$ cat config.mk
export PLATFORM = sky130hd
export DESIGN_NAME = lockop_classifier
export DESIGN_NICKNAME = d
export VERILOG_FILES = /design/src/rtl/lockop_pkg.sv /design/src/rtl/lockop_cam.sv /design/src/rtl/lockop_victim.sv /design/src/rtl/lockop_decide.sv /design/src/rtl/lockop_classifier.sv
export SDC_FILE = /design/constraint.sdc
export NUM_CORES = 1
export LEC_CHECK = 0
export ABC_CLOCK_PERIOD_IN_PS = 5510
export BUFFER_PORTS_ARGS = -buffer_cell sky130_fd_sc_hd__buf_4
export CORE_UTILIZATION = 60
export DETAILED_ROUTE_END_ITERATION = 12
export PLACE_DENSITY_LB_ADDON = 0.1
export SETUP_SLACK_MARGIN = 0.4
export SYNTH_ARGS = -nofsm -noshare
export SYNTH_HDL_FRONTEND = slang
export SYNTH_HIERARCHICAL = 1
export SYNTH_SLANG_ARGS = --single-unit
$ cat constraint.sdc
create_clock -name clk -period 5.51 [get_ports clk]
set_clock_uncertainty 0.05 [all_clocks]
set_input_delay 0.8265 -clock clk [delete_from_list [all_inputs] [get_ports clk]]
set_output_delay 0.8265 -clock clk [all_outputs]
set_load 0.005 [all_outputs]
$ cat src/rtl/lockop_pkg.sv
package lockop_pkg;
  typedef enum logic [1:0] {
    OP_TAS   = 2'd0,
    OP_CAS   = 2'd1,
    OP_SWAP  = 2'd2,
    OP_STORE = 2'd3
  } op_kind_e;

  typedef enum logic [1:0] {
    EV_NONE = 2'd0,
    EV_ACQ  = 2'd1,
    EV_FAIL = 2'd2,
    EV_REL  = 2'd3
  } ev_code_e;
endpackage

$ cat src/rtl/lockop_cam.sv
// Associative lookup of one address against every valid table entry.
module lockop_cam #(
  parameter int N      = 8,
  parameter int ADDR_W = 16,
  localparam int IDX_W = (N > 1) ? $clog2(N) : 1
) (
  input  logic [N-1:0]             tab_valid,
  input  logic [N-1:0][ADDR_W-1:0] tab_addr,
  input  logic [ADDR_W-1:0]        key,
  output logic                     hit,
  output logic [IDX_W-1:0]         hit_idx
);
  logic [N-1:0] match;

  for (genvar g = 0; g < N; g++) begin : g_cmp
    assign match[g] = tab_valid[g] && (tab_addr[g] == key);
  end

  assign hit = |match;

  // Lowest matching index; addresses are unique so at most one matches.
  always_comb begin
    hit_idx = '0;
    for (int i = N - 1; i >= 0; i--) begin
      if (match[i]) hit_idx = IDX_W'(i);
    end
  end
endmodule

$ cat src/rtl/lockop_victim.sv
// Chooses the slot for a new address: lowest free entry, else round-robin.
module lockop_victim #(
  parameter int N      = 8,
  localparam int IDX_W = (N > 1) ? $clog2(N) : 1
) (
  input  logic             clk,
  input  logic             rst,
  input  logic [N-1:0]     tab_valid,
  input  logic             advance,
  output logic [IDX_W-1:0] pick,
  output logic             full
);
  logic [IDX_W-1:0] rr_ptr;
  logic [IDX_W-1:0] free_idx;

  assign full = &tab_valid;

  always_comb begin
    free_idx = '0;
    for (int i = N - 1; i >= 0; i--) begin
      if (!tab_valid[i]) free_idx = IDX_W'(i);
    end
    pick = full ? rr_ptr : free_idx;
  end

  always_ff @(posedge clk) begin
    if (rst) begin
      rr_ptr <= '0;
    end else if (advance) begin
      rr_ptr <= (rr_ptr == IDX_W'(N - 1)) ? '0 : rr_ptr + 1'b1;
    end
  end
endmodule

$ cat src/rtl/lockop_decide.sv
// Pure classification of one operation against the state of its entry.
module lockop_decide
  import lockop_pkg::*;
#(
  parameter int TID_W  = 2,
  parameter int DATA_W = 8
) (
  input  logic [1:0]        kind,
  input  logic [TID_W-1:0]  tid,
  input  logic [DATA_W-1:0] rd_val,
  input  logic [DATA_W-1:0] wr_val,
  input  logic              held,
  input  logic [TID_W-1:0]  owner,
  output logic [1:0]        code,
  output logic              self_hit,
  output logic              take,
  output logic              drop
);
  logic mine;
  logic succ;
  logic fail;

  assign mine = held && (owner == tid);

  always_comb begin
    code     = EV_NONE;
    self_hit = 1'b0;
    take     = 1'b0;
    drop     = 1'b0;
    succ     = 1'b0;
    fail     = 1'b0;
    if (kind == OP_STORE) begin
      if (mine) begin
        code = EV_REL;
        drop = 1'b1;
      end
    end else if (mine && (wr_val == '0)) begin
      code = EV_REL;
      drop = 1'b1;
    end else begin
      if (kind == OP_TAS) begin
        succ = (rd_val == '0) && (wr_val != '0);
        fail = (rd_val != '0) && (wr_val != '0);
      end else begin
        succ = (wr_val != rd_val);
        fail = (wr_val == rd_val);
      end
      if (succ) begin
        if (held && !mine) begin
          code = EV_FAIL;
        end else begin
          code = EV_ACQ;
          take = 1'b1;
        end
      end else if (fail) begin
        code     = EV_FAIL;
        self_hit = mine;
      end
    end
  end
endmodule

$ cat src/rtl/lockop_classifier.sv
module lockop_classifier
  import lockop_pkg::*;
#(
  parameter int NUM_ENTRIES = 8,
  parameter int TID_W       = 2,
  parameter int ADDR_W      = 16,
  parameter int DATA_W      = 8
) (
  input  logic              clk,
  input  logic              rst,
  input  logic              in_valid,
  input  logic [TID_W-1:0]  in_tid,
  input  logic [ADDR_W-1:0] in_addr,
  input  logic [1:0]        in_kind,
  input  logic [DATA_W-1:0] in_old,
  input  logic [DATA_W-1:0] in_new,
  output logic              ev_valid,
  output logic [1:0]        ev_code,
  output logic              ev_self,
  output logic [ADDR_W-1:0] ev_addr,
  output logic [TID_W-1:0]  ev_tid
);
  localparam int IDX_W = (NUM_ENTRIES > 1) ? $clog2(NUM_ENTRIES) : 1;

  logic [NUM_ENTRIES-1:0]             tab_valid;
  logic [NUM_ENTRIES-1:0]             tab_held;
  logic [NUM_ENTRIES-1:0][ADDR_W-1:0] tab_addr;
  logic [NUM_ENTRIES-1:0][TID_W-1:0]  tab_owner;

  logic             hit;
  logic [IDX_W-1:0] hit_idx;
  logic [IDX_W-1:0] pick;
  logic             full;
  logic             alloc;
  logic [IDX_W-1:0] slot;
  logic             cur_held;
  logic [1:0]       code;
  logic             self_hit;
  logic             take;
  logic             drop;

  lockop_cam #(.N(NUM_ENTRIES), .ADDR_W(ADDR_W)) u_cam (
    .tab_valid(tab_valid),
    .tab_addr (tab_addr),
    .key      (in_addr),
    .hit      (hit),
    .hit_idx  (hit_idx)
  );

  // Atomics on an untracked address claim a slot; stores never do.
  assign alloc = in_valid && (in_kind != OP_STORE) && !hit;

  lockop_victim #(.N(NUM_ENTRIES)) u_victim (
    .clk      (clk),
    .rst      (rst),
    .tab_valid(tab_valid),
    .advance  (alloc && full),
    .pick     (pick),
    .full     (full)
  );

  assign slot     = hit ? hit_idx : pick;
  assign cur_held = hit && tab_held[hit_idx];

  lockop_decide #(.TID_W(TID_W), .DATA_W(DATA_W)) u_decide (
    .kind    (in_kind),
    .tid     (in_tid),
    .rd_val  (in_old),
    .wr_val  (in_new),
    .held    (cur_held),
    .owner   (tab_owner[hit_idx]),
    .code    (code),
    .self_hit(self_hit),
    .take    (take),
    .drop    (drop)
  );

  // Table state
  always_ff @(posedge clk) begin
    if (rst) begin
      tab_valid <= '0;
      tab_held  <= '0;
    end else if (in_valid) begin
      if (alloc) begin
        tab_valid[slot] <= 1'b1;
        tab_held[slot]  <= 1'b0;
      end
      if (take) begin
        tab_held[slot] <= 1'b1;
      end else if (drop) begin
        tab_held[slot] <= 1'b0;
      end
    end
  end

  // Address and owner fields carry no reset, like a RAM payload.
  always_ff @(posedge clk) begin
    if (alloc) tab_addr[slot] <= in_addr;
    if (in_valid && take) tab_owner[slot] <= in_tid;
  end

  // Registered event
  always_ff @(posedge clk) begin
    if (rst) begin
      ev_valid <= 1'b0;
      ev_code  <= EV_NONE;
      ev_self  <= 1'b0;
      ev_addr  <= '0;
      ev_tid   <= '0;
    end else begin
      ev_valid <= in_valid;
      if (in_valid) begin
        ev_code <= code;
        ev_self <= self_hit;
        ev_addr <= in_addr;
        ev_tid  <= in_tid;
      end
    end
  end
endmodule

==> results.json <==
{
  "syn_area_per_cell_um2": 13.4,
  "n_antenna_cell": 0,
  "fp.dieW_um": 121,
  "worstSetupPathType": "in2reg",
  "status": "finished, violations left",
  "critPathCaptureType": "register",
  "r2r_slack_ns": 0.92,
  "drtIter0Drc": 456,
  "crit_chain": "buf_4 > xnor2_1 > nand4_1 > nor4_2 > o2111ai_1 > a21oi_1 > o21ai_1 > a21oi_1 > buf_4 > mux4_1 > mux2_2 > xor2_1 > or2_2 > a22oi_1 > o211a_1 > nand2_1 > nor3_1",
  "cts_tree": "done",
  "slew_violations": 0,
  "cts_buffers": 17,
  "die_h_um": 121,
  "ys_seq_elements": 185,
  "via_per_inst": 5.80,
  "cpMaxStageDelayCell": "mux4_1",
  "holdPathStages": 2,
  "yosysWarningCount": 6,
  "layout_commonest_cell": "edfxtp_1",
  "clkSlewWorstSetupHoldPaths_ns": 0.07,
  "track_usage": 0.258,
  "pwr-share-seq": 0.528,
  "setup_tns_ns": 0,
  "hold_violations": 0,
  "r2r-end": "tab_owner[6]",
  "min-delay-start": "tab_valid[3]",
  "ant_nets": 0,
  "postCtsSetupBuffers": 0,
  "synth_cell_types": 56,
  "internal_power_mw": 2.29,
  "cts_buffer_depth": 2,
  "start_util": 0.614,
  "cp.required_ns": 5.55,
  "synth_area_leader_cell": "edfxtp_1",
  "vias": 5060,
  "grt_pass1_wl_um": 27700,
  "dieArea_mm2": 0.0146,
  "ios": 61,
  "ys_seq_area_frac": 0.606,
  "min_to": "tab_valid[3]",
  "drt_wl_total_um": 17500,
  "rows": 43,
  "switching_share": 0.218,
  "violations": "design-rule violations",
  "setup_viol": 0,
  "maxSlewHeadroom": 0.376,
  "power_frac_comb": 0.075,
  "rr_startpoint": "tab_addr[43]",
  "power.density_mw_per_mm2": 309,
  "peakVddDrop_uv": 219,
  "antenna_found_initial": 0,
  "drc": 2,
  "period_share": 0.882,
  "start_kind": "input port",
  "worst_r2r_path_depth": 15,
  "maxCapViolations": 0,
  "place.gp.congestion": 0.871,
  "cts_resized": 0,
  "leakage_nw": 3.24,
  "synth_area_leaders": "edfxtp_1, xnor2_1, dfxtp_1",
  "cts_root_buf": "clkbuf_16",
  "grt_max_degree": 47,
  "rsz0062_at_grt": "false",
  "syn_to_final_growth_pct": 11.8,
  "drt-wirelength-per-cell_um": 20.1,
  "core-area_mm2": 0.0138,
  "synth_top_area_share": 0.510,
  "hold_buffers": 0,
  "synth-edff-count": 144,
  "tightest_slew_ns": 0.936,
  "arrival_ns": 4.90,
  "syn_nets": 675,
  "cts.htree.levels": 4,
  "clockPowerShare": 0.396,
  "grt_pass1_vias": 4951,
  "syn_inst": 634,
  "p_switching_mw": 0.639,
  "critPathMaxFanout": 17,
  "dpl.hpwl_um": 11600,
  "clkSinkCount": 185,
  "ys.flop_type": "edfxtp_1",
  "final_nets": 720,
  "hp-class": "reg2reg",
  "mostFrequentLayoutCells": "edfxtp_1, xnor2_1, buf_4",
  "fmaxAchievable_mhz": 206,
  "drt-pass1-iter-count": 9,
  "cpPeakStageDelay_ns": 0.59,
  "syn_area_mm2": 0.00849,
  "gr-total-overflow": 0,
  "clk_latency_ns": 0.42,
  "postLayoutCoreUtil": 0.686,
  "async_flop_share": 0,
  "period_needed_ns": 4.86,
  "io_buffers": 60,
  "drive_gt1_frac": 0.158
}
-- sequential cells by signal (all words and copies together), names as in the netlist, named ones only --
register / count
ev_self: 1
tab_addr: 128
ev_valid: 1
ev_code: 2
u_victim/rr_ptr: 3
tab_valid: 8
tab_owner: 16
ev_addr: 16
tab_held: 7
ev_tid: 2
-- through the flow --
stage / cell area, um2 / setup slack, ns / instances / power (mW) / hold WS, ns
2_1_floorplan: 8490 / 1.02 / 634 / 1.71 / 0.411
3_3_place_gp: 8920 / 0.425 / 840 / 1.79 / 0.423
3_5_place_dp: 8920 / 0.199 / 840 / 1.80 / 0.434
4_1_cts: 9490 / 0.681 / 872 / 2.95 / 0.447
5_1_grt: 9490 / 0.401 / 872 / 3.03 / 0.483
6_report: 9490 / 0.648 / 872 / 2.93 / 0.450
-- power groups by stage --
stage               clock, mW  combinational [mW]  sequential, mW
finish                   1.16               0.221            1.55
global route             1.24               0.241            1.55
CTS                      1.18               0.223            1.55
detailed placement          0               0.222            1.58
global placement            0               0.216            1.58
floorplan                   0               0.139            1.57
-- worst max-delay path, delay by kind of cell --
family                 cells  cell delay (ns)
buffers and inverters      2             0.46
XOR/XNOR                   2             0.30
AO/OA/AOI/OAI              6             0.99
multiplexers               2             0.88
AND/OR/NAND/NOR            5             1.43
-- logic make-up (layout without fill, tap and decap cells) --
| group | count (synthesis) | in the layout | share of synthesized area |
|---|---|---|---|
| DFF | 185 | 185 | 0.606 |
| and+or+nand+nor | 150 | 150 | 0.0983 |
| xor gates and xnor gates | 139 | 139 | 0.143 |
| buffers and inverters | 62 | 120 | 0.0417 |
| AOI/OAI and AO/OA | 59 | 59 | 0.0509 |
| muxes | 37 | 37 | 0.0563 |
| adders and majority gates | 2 | 2 | 0.00295 |
-- synthesized netlist by cell type (all sizes together) (5+ instances only) --
cell and count:
mux4 6, o2111ai 9, a21oi 14, clkbuf 7
nor3 10, mux2i 26, o211ai 5, o311ai 5
and3 5, buf 30, o21ai 5, nand3 12
dfxtp 41, nand4 25, mux2 5, nor4 17
inv 25, nand2 15, nand2b 6, or4 5
edfxtp 144, nor2 42, xnor2 109, xor2 30
-- worst max path at each step --
stage | startpoint | endpoint | slack (ns) | depth (start not counted)
floorplan | in_addr[0] | tab_owner[14] | 1.02 | 17
global placement | in_addr[2] | tab_owner[5] | 0.42 | 17
detailed placement | in_addr[4] | tab_owner[13] | 0.20 | 17
CTS | in_addr[4] | tab_owner[12] | 0.68 | 17
global route | in_addr[0] | tab_owner[7] | 0.40 | 16
finish | in_addr[4] | tab_owner[6] | 0.65 | 17
-- routing by layer --
metal,GRT usage,vias up,share of wire,wire length [um]
li1,-,2410,-,-
met1,0.358,2479,0.44,7640
met2,0.416,158,0.49,8610
met3,0.0489,13,0.059,1040
met4,0.0748,0,0.013,232
met5,0,-,0,0
-- cell type report --
type | count | area [um2]
clock inverter | 12 | 125
sequential | 185 | 5140
inverter | 25 | 93.8
clock buffer | 20 | 437
timing repair buffer | 63 | 473
multi-input combinational | 387 | 2990
tap | 180 | 225
fill | 988 | 4340
(Power assumes the default switching activity.)
